### config.mk
export PLATFORM = sky130hd
export DESIGN_NAME = fdiv_unit
export DESIGN_NICKNAME = d
export VERILOG_FILES = /design/src/rtl/fdiv_pkg.sv /design/src/rtl/fdiv_regs.sv /design/src/rtl/fdiv_gate.sv /design/src/rtl/fdiv_accum.sv /design/src/rtl/fdiv_seq.sv /design/src/rtl/fdiv_unit.sv
export SDC_FILE = /design/constraint.sdc
export NUM_CORES = 1
export LEC_CHECK = 0
export ABC_AREA = 1
export BUFFER_PORTS_ARGS = -buffer_cell sky130_fd_sc_hd__clkbuf_2
export CAP_MARGIN = 20
export CELL_PAD_IN_SITES_DETAIL_PLACEMENT = 1
export CELL_PAD_IN_SITES_GLOBAL_PLACEMENT = 1
export CORE_MARGIN = 5
export CORE_UTILIZATION = 40
export DETAILED_ROUTE_END_ITERATION = 8
export GPL_TIMING_DRIVEN = 0
export PLACE_DENSITY = 0.88
export REMOVE_ABC_BUFFERS = 1
export SETUP_SLACK_MARGIN = 0.15
export SLEW_MARGIN = 20
export SYNTH_ARGS = -nofsm -noshare
export SYNTH_HDL_FRONTEND = slang
export SYNTH_SLANG_ARGS = --single-unit
### constraint.sdc
create_clock -name clk -period 7.3 [get_ports clk]
set_input_delay 2.19 -clock clk [delete_from_list [all_inputs] [get_ports clk]]
set_output_delay 2.19 -clock clk [all_outputs]
set_load 0.05 [all_outputs]
### src/rtl/fdiv_pkg.sv
package fdiv_pkg;

    // Reload sequencer states
    typedef enum logic [1:0] {
        SEQ_IDLE  = 2'd0,
        SEQ_RAISE = 2'd1,
        SEQ_ALIGN = 2'd2
    } seq_state_e;

    // Register addresses
    localparam logic [1:0] A_DIVREG = 2'd0;
    localparam logic [1:0] A_CTRL   = 2'd1;
    localparam logic [1:0] A_FIELD  = 2'd2;
    localparam logic [1:0] A_ACTIVE = 2'd3;

    // Control word bit positions
    localparam int CB_EN   = 0;
    localparam int CB_STAT = 1;
    localparam int CB_TRIG = 2;

endpackage

### src/rtl/fdiv_regs.sv
module fdiv_regs
    import fdiv_pkg::*;
#(
    parameter int W     = 6,
    parameter int SHIFT = 4
) (
    input  logic          clk,
    input  logic          rst_n,
    input  logic          wr_en,
    input  logic [1:0]    addr,
    input  logic [31:0]   wr_data,
    output logic [31:0]   div_word,
    output logic [W-1:0]  pend_field,
    output logic          sw_en,
    output logic          trig_req
);
    localparam logic [31:0] FMASK = ((32'd1 << W) - 32'd1) << SHIFT;

    logic [31:0] field_ins;

    // Field write inserts the low W bits at SHIFT, keeps the rest
    assign field_ins = (div_word & ~FMASK) | ((32'(wr_data[W-1:0])) << SHIFT);

    always_ff @(posedge clk) begin
        if (!rst_n) begin
            div_word <= '0;
            sw_en    <= 1'b0;
        end else if (wr_en) begin
            case (addr)
                A_DIVREG: div_word <= wr_data;
                A_FIELD:  div_word <= field_ins;
                A_CTRL:   sw_en    <= wr_data[CB_EN];
                default:  ;
            endcase
        end
    end

    assign pend_field = div_word[SHIFT +: W];
    assign trig_req   = wr_en && (addr == A_CTRL) && wr_data[CB_TRIG];

endmodule

### src/rtl/fdiv_gate.sv
module fdiv_gate #(
    parameter int DLY    = 3,
    parameter bit NO_DIS = 1'b0
) (
    input  logic clk,
    input  logic rst_n,
    input  logic sw_en,
    input  logic force_on,
    output logic req,
    output logic status
);
    logic [DLY-1:0] line_q;

    generate
        if (NO_DIS) begin : g_locked
            logic unused_en;
            assign unused_en = sw_en | force_on;
            assign req = 1'b1;
        end else begin : g_normal
            assign req = sw_en | force_on;
        end
    endgenerate

    // Status lags the request by DLY cycles
    always_ff @(posedge clk) begin
        if (!rst_n) begin
            line_q <= '0;
        end else begin
            line_q[0] <= req;
            for (int i = 1; i < DLY; i++) begin
                line_q[i] <= line_q[i-1];
            end
        end
    end

    assign status = line_q[DLY-1];

endmodule

### src/rtl/fdiv_accum.sv
module fdiv_accum #(
    parameter int F = 2,
    parameter int W = 6
) (
    input  logic            clk,
    input  logic            rst_n,
    input  logic            load,
    input  logic [W-1:0]    new_field,
    output logic            raw_pulse,
    output logic [W-1:0]    act_field,
    output logic [W+1:0]    acc,
    output logic [W+1:0]    scaled_div
);
    localparam int AW = W + 2;
    localparam logic [AW-1:0] STEP = AW'(1) << F;

    logic [AW-1:0] sum;

    // The field is offset by one whole unit: scaled divisor = r + 2^F
    assign scaled_div = AW'(act_field) + STEP;
    assign sum        = acc + STEP;
    assign raw_pulse  = (sum >= scaled_div);

    always_ff @(posedge clk) begin
        if (!rst_n) begin
            act_field <= '0;
            acc       <= '0;
        end else if (load) begin
            act_field <= new_field;
            acc       <= '0;
        end else if (raw_pulse) begin
            acc <= sum - scaled_div;
        end else begin
            acc <= sum;
        end
    end

endmodule

### src/rtl/fdiv_seq.sv
module fdiv_seq
    import fdiv_pkg::*;
(
    input  logic clk,
    input  logic rst_n,
    input  logic trig_req,
    input  logic gate_on,
    input  logic raw_pulse,
    output logic busy,
    output logic load,
    output logic force_on
);
    seq_state_e state_q, state_d;

    always_ff @(posedge clk) begin
        if (!rst_n) begin
            state_q <= SEQ_IDLE;
        end else begin
            state_q <= state_d;
        end
    end

    always_comb begin
        state_d = state_q;
        unique case (state_q)
            SEQ_IDLE: begin
                if (trig_req) begin
                    state_d = gate_on ? SEQ_ALIGN : SEQ_RAISE;
                end
            end
            SEQ_RAISE: begin
                if (gate_on) begin
                    state_d = SEQ_ALIGN;
                end
            end
            SEQ_ALIGN: begin
                if (gate_on && raw_pulse) begin
                    state_d = SEQ_IDLE;
                end
            end
            default: state_d = SEQ_IDLE;
        endcase
    end

    always_comb begin
        busy     = (state_q != SEQ_IDLE);
        force_on = busy;
        load     = (state_q == SEQ_ALIGN) && gate_on && raw_pulse;
    end

endmodule

### src/rtl/fdiv_unit.sv
module fdiv_unit
    import fdiv_pkg::*;
#(
    parameter int F          = 2,
    parameter int W          = 6,
    parameter int SHIFT      = 4,
    parameter int GATE_DLY   = 3,
    parameter bit NO_DISABLE = 1'b0
) (
    input  logic        clk,
    input  logic        rst_n,
    input  logic        wr_en,
    input  logic [1:0]  addr,
    input  logic [31:0] wr_data,
    output logic [31:0] rd_data,
    output logic        clk_en_o
);
    logic [31:0]  div_word;
    logic [W-1:0] pend_field;
    logic [W-1:0] act_field;
    logic [W+1:0] acc_val;
    logic [W+1:0] scaled_div;
    logic         sw_en, trig_req;
    logic         raw_pulse, gate_req, gate_status;
    logic         busy, load, force_on;

    fdiv_regs #(.W(W), .SHIFT(SHIFT)) u_regs (
        .clk(clk), .rst_n(rst_n), .wr_en(wr_en), .addr(addr),
        .wr_data(wr_data), .div_word(div_word), .pend_field(pend_field),
        .sw_en(sw_en), .trig_req(trig_req)
    );

    fdiv_gate #(.DLY(GATE_DLY), .NO_DIS(NO_DISABLE)) u_gate (
        .clk(clk), .rst_n(rst_n), .sw_en(sw_en), .force_on(force_on),
        .req(gate_req), .status(gate_status)
    );

    fdiv_accum #(.F(F), .W(W)) u_accum (
        .clk(clk), .rst_n(rst_n), .load(load), .new_field(pend_field),
        .raw_pulse(raw_pulse), .act_field(act_field), .acc(acc_val),
        .scaled_div(scaled_div)
    );

    fdiv_seq u_seq (
        .clk(clk), .rst_n(rst_n), .trig_req(trig_req), .gate_on(gate_status),
        .raw_pulse(raw_pulse), .busy(busy), .load(load), .force_on(force_on)
    );

    assign clk_en_o = raw_pulse & gate_status;

    always_comb begin
        rd_data = '0;
        unique case (addr)
            A_DIVREG: rd_data = div_word;
            A_CTRL: begin
                rd_data[CB_EN]   = sw_en | NO_DISABLE;
                rd_data[CB_STAT] = gate_status;
                rd_data[CB_TRIG] = busy;
            end
            A_FIELD:  rd_data = 32'(pend_field);
            A_ACTIVE: rd_data = 32'(act_field);
            default:  rd_data = '0;
        endcase
    end

endmodule

# Yosys cells after proc, flatten, opt, wreduce, memory -nomap -nowiden
# Index checks and enable logic that the tools add are counted.
totals:
  regBits: 52
  inputBits: 37
  wordCells: 44
op_classes:
  n_eq_ne: 8
  muxes: 9
  reduce_logical: 13
  bitwise: 4
  add_sub_neg: 3
  n_lt_le_gt_ge: 1
op_table:
  columns: ["operator", "count"]
  rows:
  - ["$pmux W29 S3", 1]
  - ["$pmux W32 S2", 1]
  - ["$or A32 B10 Y32", 1]
  - ["$pmux W3 S4", 1]
  - ["$add A8 B3 Y8 const B", 1]
  - ["$ge A8 B8 Y1", 1]
  - ["$mux W2", 4]
  - ["$mux W8", 1]
  - ["$sub A8 B8 Y8", 1]
  - ["$add A6 B3 Y7 const B", 1]
  - ["$eq A2 B2 Y1 const B", 3]
  - ["$pmux W2 S3", 1]
  - ["$logic_and A1 B1 Y1", 5]
  - ["$eq A2 B1 Y1 const B", 2]
  - ["$logic_not A2 Y1", 2]
  - ["$ne A2 B2 Y1 const B", 2]
  - ["$reduce_and A2 Y1", 2]
  - ["$reduce_bool A2 Y1", 2]
  - ["$reduce_and A3 Y1", 1]
  - ["$ne A2 B1 Y1 const B", 1]
  - ["$reduce_or A2 Y1", 1]
  - ["$and A1 B1 Y1", 1]
  - ["$not A1 Y1", 1]
  - ["$or A1 B1 Y1", 1]

# Longest topological paths before layout
depth:
  depth_word: 5
  ltp_mapped: 15
  mapped_depth_nobuf: 15

# By module
# A second synthesis with hierarchy kept.
hier_totals:
  cells_unflattened: 521
  area_unflattened_um2: 3214.3
by_module_without_submodules:
  columns: ["module", "seq_area_each_um2", "area_each_um2", "n_inst", "cells_each"]
  rows:
  - ["fdiv_regs", 660.6, 1527.7, 1, 242]
  - ["fdiv_accum", 280.3, 1036.0, 1, 156]
  - ["fdiv_unit", 0.0, 437.9, 1, 92]
  - ["fdiv_seq", 40.0, 122.6, 1, 20]
  - ["fdiv_gate", 60.1, 90.1, 1, 11]

# Worst setup path before layout
# OpenSTA, ideal clock, no wires.
synth_timing:
  kind: "in2out"
  from: "input addr[1]"
  to: "output rd_data[0]"
  path_buffers: 0
  stages: 4
  t_arrival_ps: 3620
  path_slack_ps: 1490
  cell_sequence: "inv_1 -> nor2_1 -> inv_1 -> o2111ai_1"
synth_via:
  elab_chain_cells: 2
synth_rtl:
  columns: ["element", "line", "text"]
  rows:
  - ["from (decl)", "fdiv_unit.sv:13", "input logic [1:0] addr,"]
  - ["$eq A2 B2 Y1 (tied with other cells)", "fdiv_unit.sv:53", "unique case (addr)"]
  - ["$pmux W3 S4 *", "fdiv_unit.sv:53", null]
  - ["to (decl)", "fdiv_unit.sv:15", "output logic [31:0] rd_data,"]
# Every way passes the cells marked *; elsewhere a longest branch is shown, timed or not.

# Worst setup path after layout
layout_timing:
  from: "input addr[1]"
  to: "output rd_data[2]"
# Same word-level chain as after synthesis.

==> load_flow_metrics.sql <==
INSERT INTO impl_metrics (metric_group, metric, value, unit) VALUES
('outcome', 'outcome', 'complete, no violations', ''),
('drt', 'wl', '7610', 'um'),
('setup_path', 'crit_path_start', 'addr[1]', ''),
('setup_path', 'cp_data_arrival_time', '3770', 'ps'),
('drt', 'route.antenna.remaining_nets', '0', ''),
('finish', 'antenna-diode-count', '0', ''),
('grt', 'grt_antenna_before_repair', '0', ''),
('clocking', 'cts_max_path_bufs', '2', ''),
('clocking', 'cts-resized-gates', '0', ''),
('synth', 'yosys.area_share.simple', '21.0', '%'),
('sta', 'grt_setup_unrepaired', 'false', ''),
('synth', 'synth_top_family_by_area', 'simple AND/OR/NAND/NOR gates', ''),
('flow_run', 'cap_viol_max_count', '0', ''),
('pwr', 'power.share.combinational', '40.7', '%'),
('synth', 'synth_ff_type', 'sky130_fd_sc_hd__dfxtp_1', ''),
('setup_path', 'path_depth', '6', ''),
('clocking', 'cts_root_buffer', 'sky130_fd_sc_hd__clkbuf_8', ''),
('synth', 'synth_cells', '371', ''),
('setup_path', 'cpPeakStageDelay', '440', 'ps'),
('setup_path', 'worstSetupEndpoint', 'rd_data[2]', ''),
('hold_path', 'hold_path.startpoint', 'u_gate.line_q[1]$_SDFF_PN0_', ''),
('pwr', 'seq_power_share', '39.1', '%'),
('grt', 'gr_ovfl_total', '0', ''),
('finish', 'share_of_post_route_cells_with_drive_strength_above_1', '21.1', '%'),
('setup_path', 'cpLargestDelayFamily', 'buffers and inverters', ''),
('synth', 'synthesis.area', '2650', 'um2'),
('drt', 'drc', '0', ''),
('synth', 'synth.yosys.warnings', '0', ''),
('sta', 'tns', '0', 'ps'),
('drt', 'wl_per_cell', '14.9', 'um'),
('clocking', 'cts_hold_buf', '0', ''),
('synth', 'synth-seq-cells', '52', ''),
('setup_path', 'worst_setup_path_end_kind', 'output pin', ''),
('die', 'io_pins', '70', ''),
('setup_path', 'critical_path.max_fanout', '8', ''),
('die', 'chipWidth', '91.4', 'um'),
('setup_path', 'regToRegSetupSlack', '4840', 'ps'),
('grt', 'number_of_global_route_vias_before_repair', '2685', ''),
('synth', 'synthMuxAreaShare', '0', '%'),
('sta', 'relSlewSlack', '48.2', '%'),
('clocking', 'cts_made_buffers', '5', ''),
('pwr', 'cellLeakagePower', '0.00141', 'uW'),
('sta', 'layout_worst_path_cycle_share', '81.6', '%'),
('synth', 'library_cell_occupying_the_most_area_in_the_post_synthesis_netlist', 'sky130_fd_sc_hd__dfxtp_1', ''),
('sta', 'fin_skew', '8.57', 'ps'),
('setup_path', 'max_stage_delay_cell_worst_path', 'sky130_fd_sc_hd__nor2_1', ''),
('finish', 'final_cell_mix', '69 x sky130_fd_sc_hd__clkbuf_2, 56 x sky130_fd_sc_hd__inv_1, 54 x sky130_fd_sc_hd__nand2_1', ''),
('synth', 'asyncSetResetFlopFracSynth', '0', '%'),
('sta', 'number_of_max_slew_violations_in_the_final_report', '0', ''),
('grt', 'first_pass_grt_wire_length', '12600', 'um'),
('synth', 'synthAdderAreaFrac', '5.00', '%'),
('clocking', 'clock_sink_count', '52', ''),
('sta', 'final-hold-violation-count', '0', ''),
('setup_path', 'cells_along_the_critical_path', 'clkbuf_2 > inv_1 > nor2_1 > inv_1 > o2111ai_1 > clkbuf_2', ''),
('die', 'rows', '29', ''),
('sta', 'max_clock_freq', '0.168', 'GHz'),
('finish', 'fin_nets', '481', ''),
('drt', 'detailroute.via_count', '2656', ''),
('setup_path', 'cp.required', '5110', 'ps'),
('synth', 'synth-edff-count', '0', ''),
('grt', 'track_usage', '18.0', '%'),
('pwr', 'peakVddDrop', '216', 'uV'),
('setup_path', 'critical_path_class', 'input port to output pin', ''),
('clocking', 'path_clk_slew', '100', 'ps'),
('synth', 'synthesis.area_per_instance', '7.15', 'um2'),
('setup_path', 'reg_to_reg_start', 'u_accum.acc[2]$_SDFF_PP0_', ''),
('setup_path', 'timing.critical_path.from_type', 'input port', ''),
('clocking', 'tritoncts', 'yes', ''),
('die', 'core_area', '6390', 'um2'),
('pwr', 'sw_frac_of_total', '41.6', '%'),
('placement', 'gpl.final_weighted_congestion', '0.861', '');
[worst min-delay path, cell delays in order (launching register included)]
cell and delay, ps:
sky130_fd_sc_hd__dfxtp_1 310, sky130_fd_sc_hd__nand2_1 50, sky130_fd_sc_hd__inv_1 30
[worst min-delay path by stage]
stage	endpoint	slack, ps	cells after the start
after CTS	u_gate.line_q[2]$_SDFF_PN0_	430	2
after floorplan	u_gate.line_q[1]$_SDFF_PN0_	390	2
after global routing	u_gate.line_q[2]$_SDFF_PN0_	450	2
final	u_gate.line_q[2]$_SDFF_PN0_	430	2
after detailed placement	u_gate.line_q[2]$_SDFF_PN0_	410	2
after global placement	u_gate.line_q[2]$_SDFF_PN0_	390	2
[power by group through the flow]
stage	logic (uW)	clock network [uW]	registers [uW]
after floorplan	259	0	330
after global placement	326	0	334
after detailed placement	342	0	336
after CTS	347	177	330
after global routing	386	186	333
final	344	171	331
[synth_stat cells (4+ instances only)]
cell,n
sky130_fd_sc_hd__inv_1,56
sky130_fd_sc_hd__xnor2_1,4
sky130_fd_sc_hd__a21oi_1,52
sky130_fd_sc_hd__clkbuf_1,8
sky130_fd_sc_hd__o21ai_0,35
sky130_fd_sc_hd__xor2_1,7
sky130_fd_sc_hd__ha_1,9
sky130_fd_sc_hd__o22ai_1,6
sky130_fd_sc_hd__nand2_1,55
sky130_fd_sc_hd__nand3_1,18
sky130_fd_sc_hd__nor2_1,36
sky130_fd_sc_hd__dfxtp_1,52
[kinds of logic after synthesis]
group	count (synthesis)
AO/OA/AOI/OAI	101
XOR/XNOR	11
adder cells (fa/ha/maj)	10
buffers and inverters	73
flip-flops	52
AND/OR/NAND/NOR	124
[per-stage QoR]
| stage | utilization, % | hold slack, ps | setup WS (ps) | instances | area, um2 |
|---|---|---|---|---|---|
| floorplan | - | 390 | 1490 | 358 | 2590 |
| global placement | 47.5 | 394 | 1320 | 504 | 3030 |
| finish | 48.9 | 427 | 1340 | 512 | 3120 |
| detailed placement | 47.5 | 415 | 1340 | 504 | 3030 |
| CTS | 48.9 | 431 | 1330 | 512 | 3120 |
| global route | 48.9 | 453 | 1180 | 512 | 3120 |
[metal layers]
layer	vias to the layer above	wire [um]	GRT usage, %
met3	14	166	2.40
met2	44	3920	32.3
met5	-	0	0
met4	0	145	5.75
li1	1328	-	-
met1	1270	3380	22.1
[sequential cells by signal, indices dropped and copies added (netlist names)]
register,count
u_regs.div_word,32
u_accum.acc,8
u_accum.act_field,6
u_gate.line_q,3
u_seq.state_q,2
u_regs.sw_en,1
[cell type report]
type | instances | area (um2) | area share (%)
multi-input combinational | 246 | 1330 | 42.4
sequential | 52 | 1040 | 33.3
timing repair buffer | 69 | 345 | 11.1
inverter | 60 | 225 | 7.21
tap | 77 | 96.3 | 3.08
clock buffer | 5 | 68.8 | 2.20
clock inverter | 3 | 22.5 | 0.721
No activity file was read; power rests on OpenSTA's default activity.
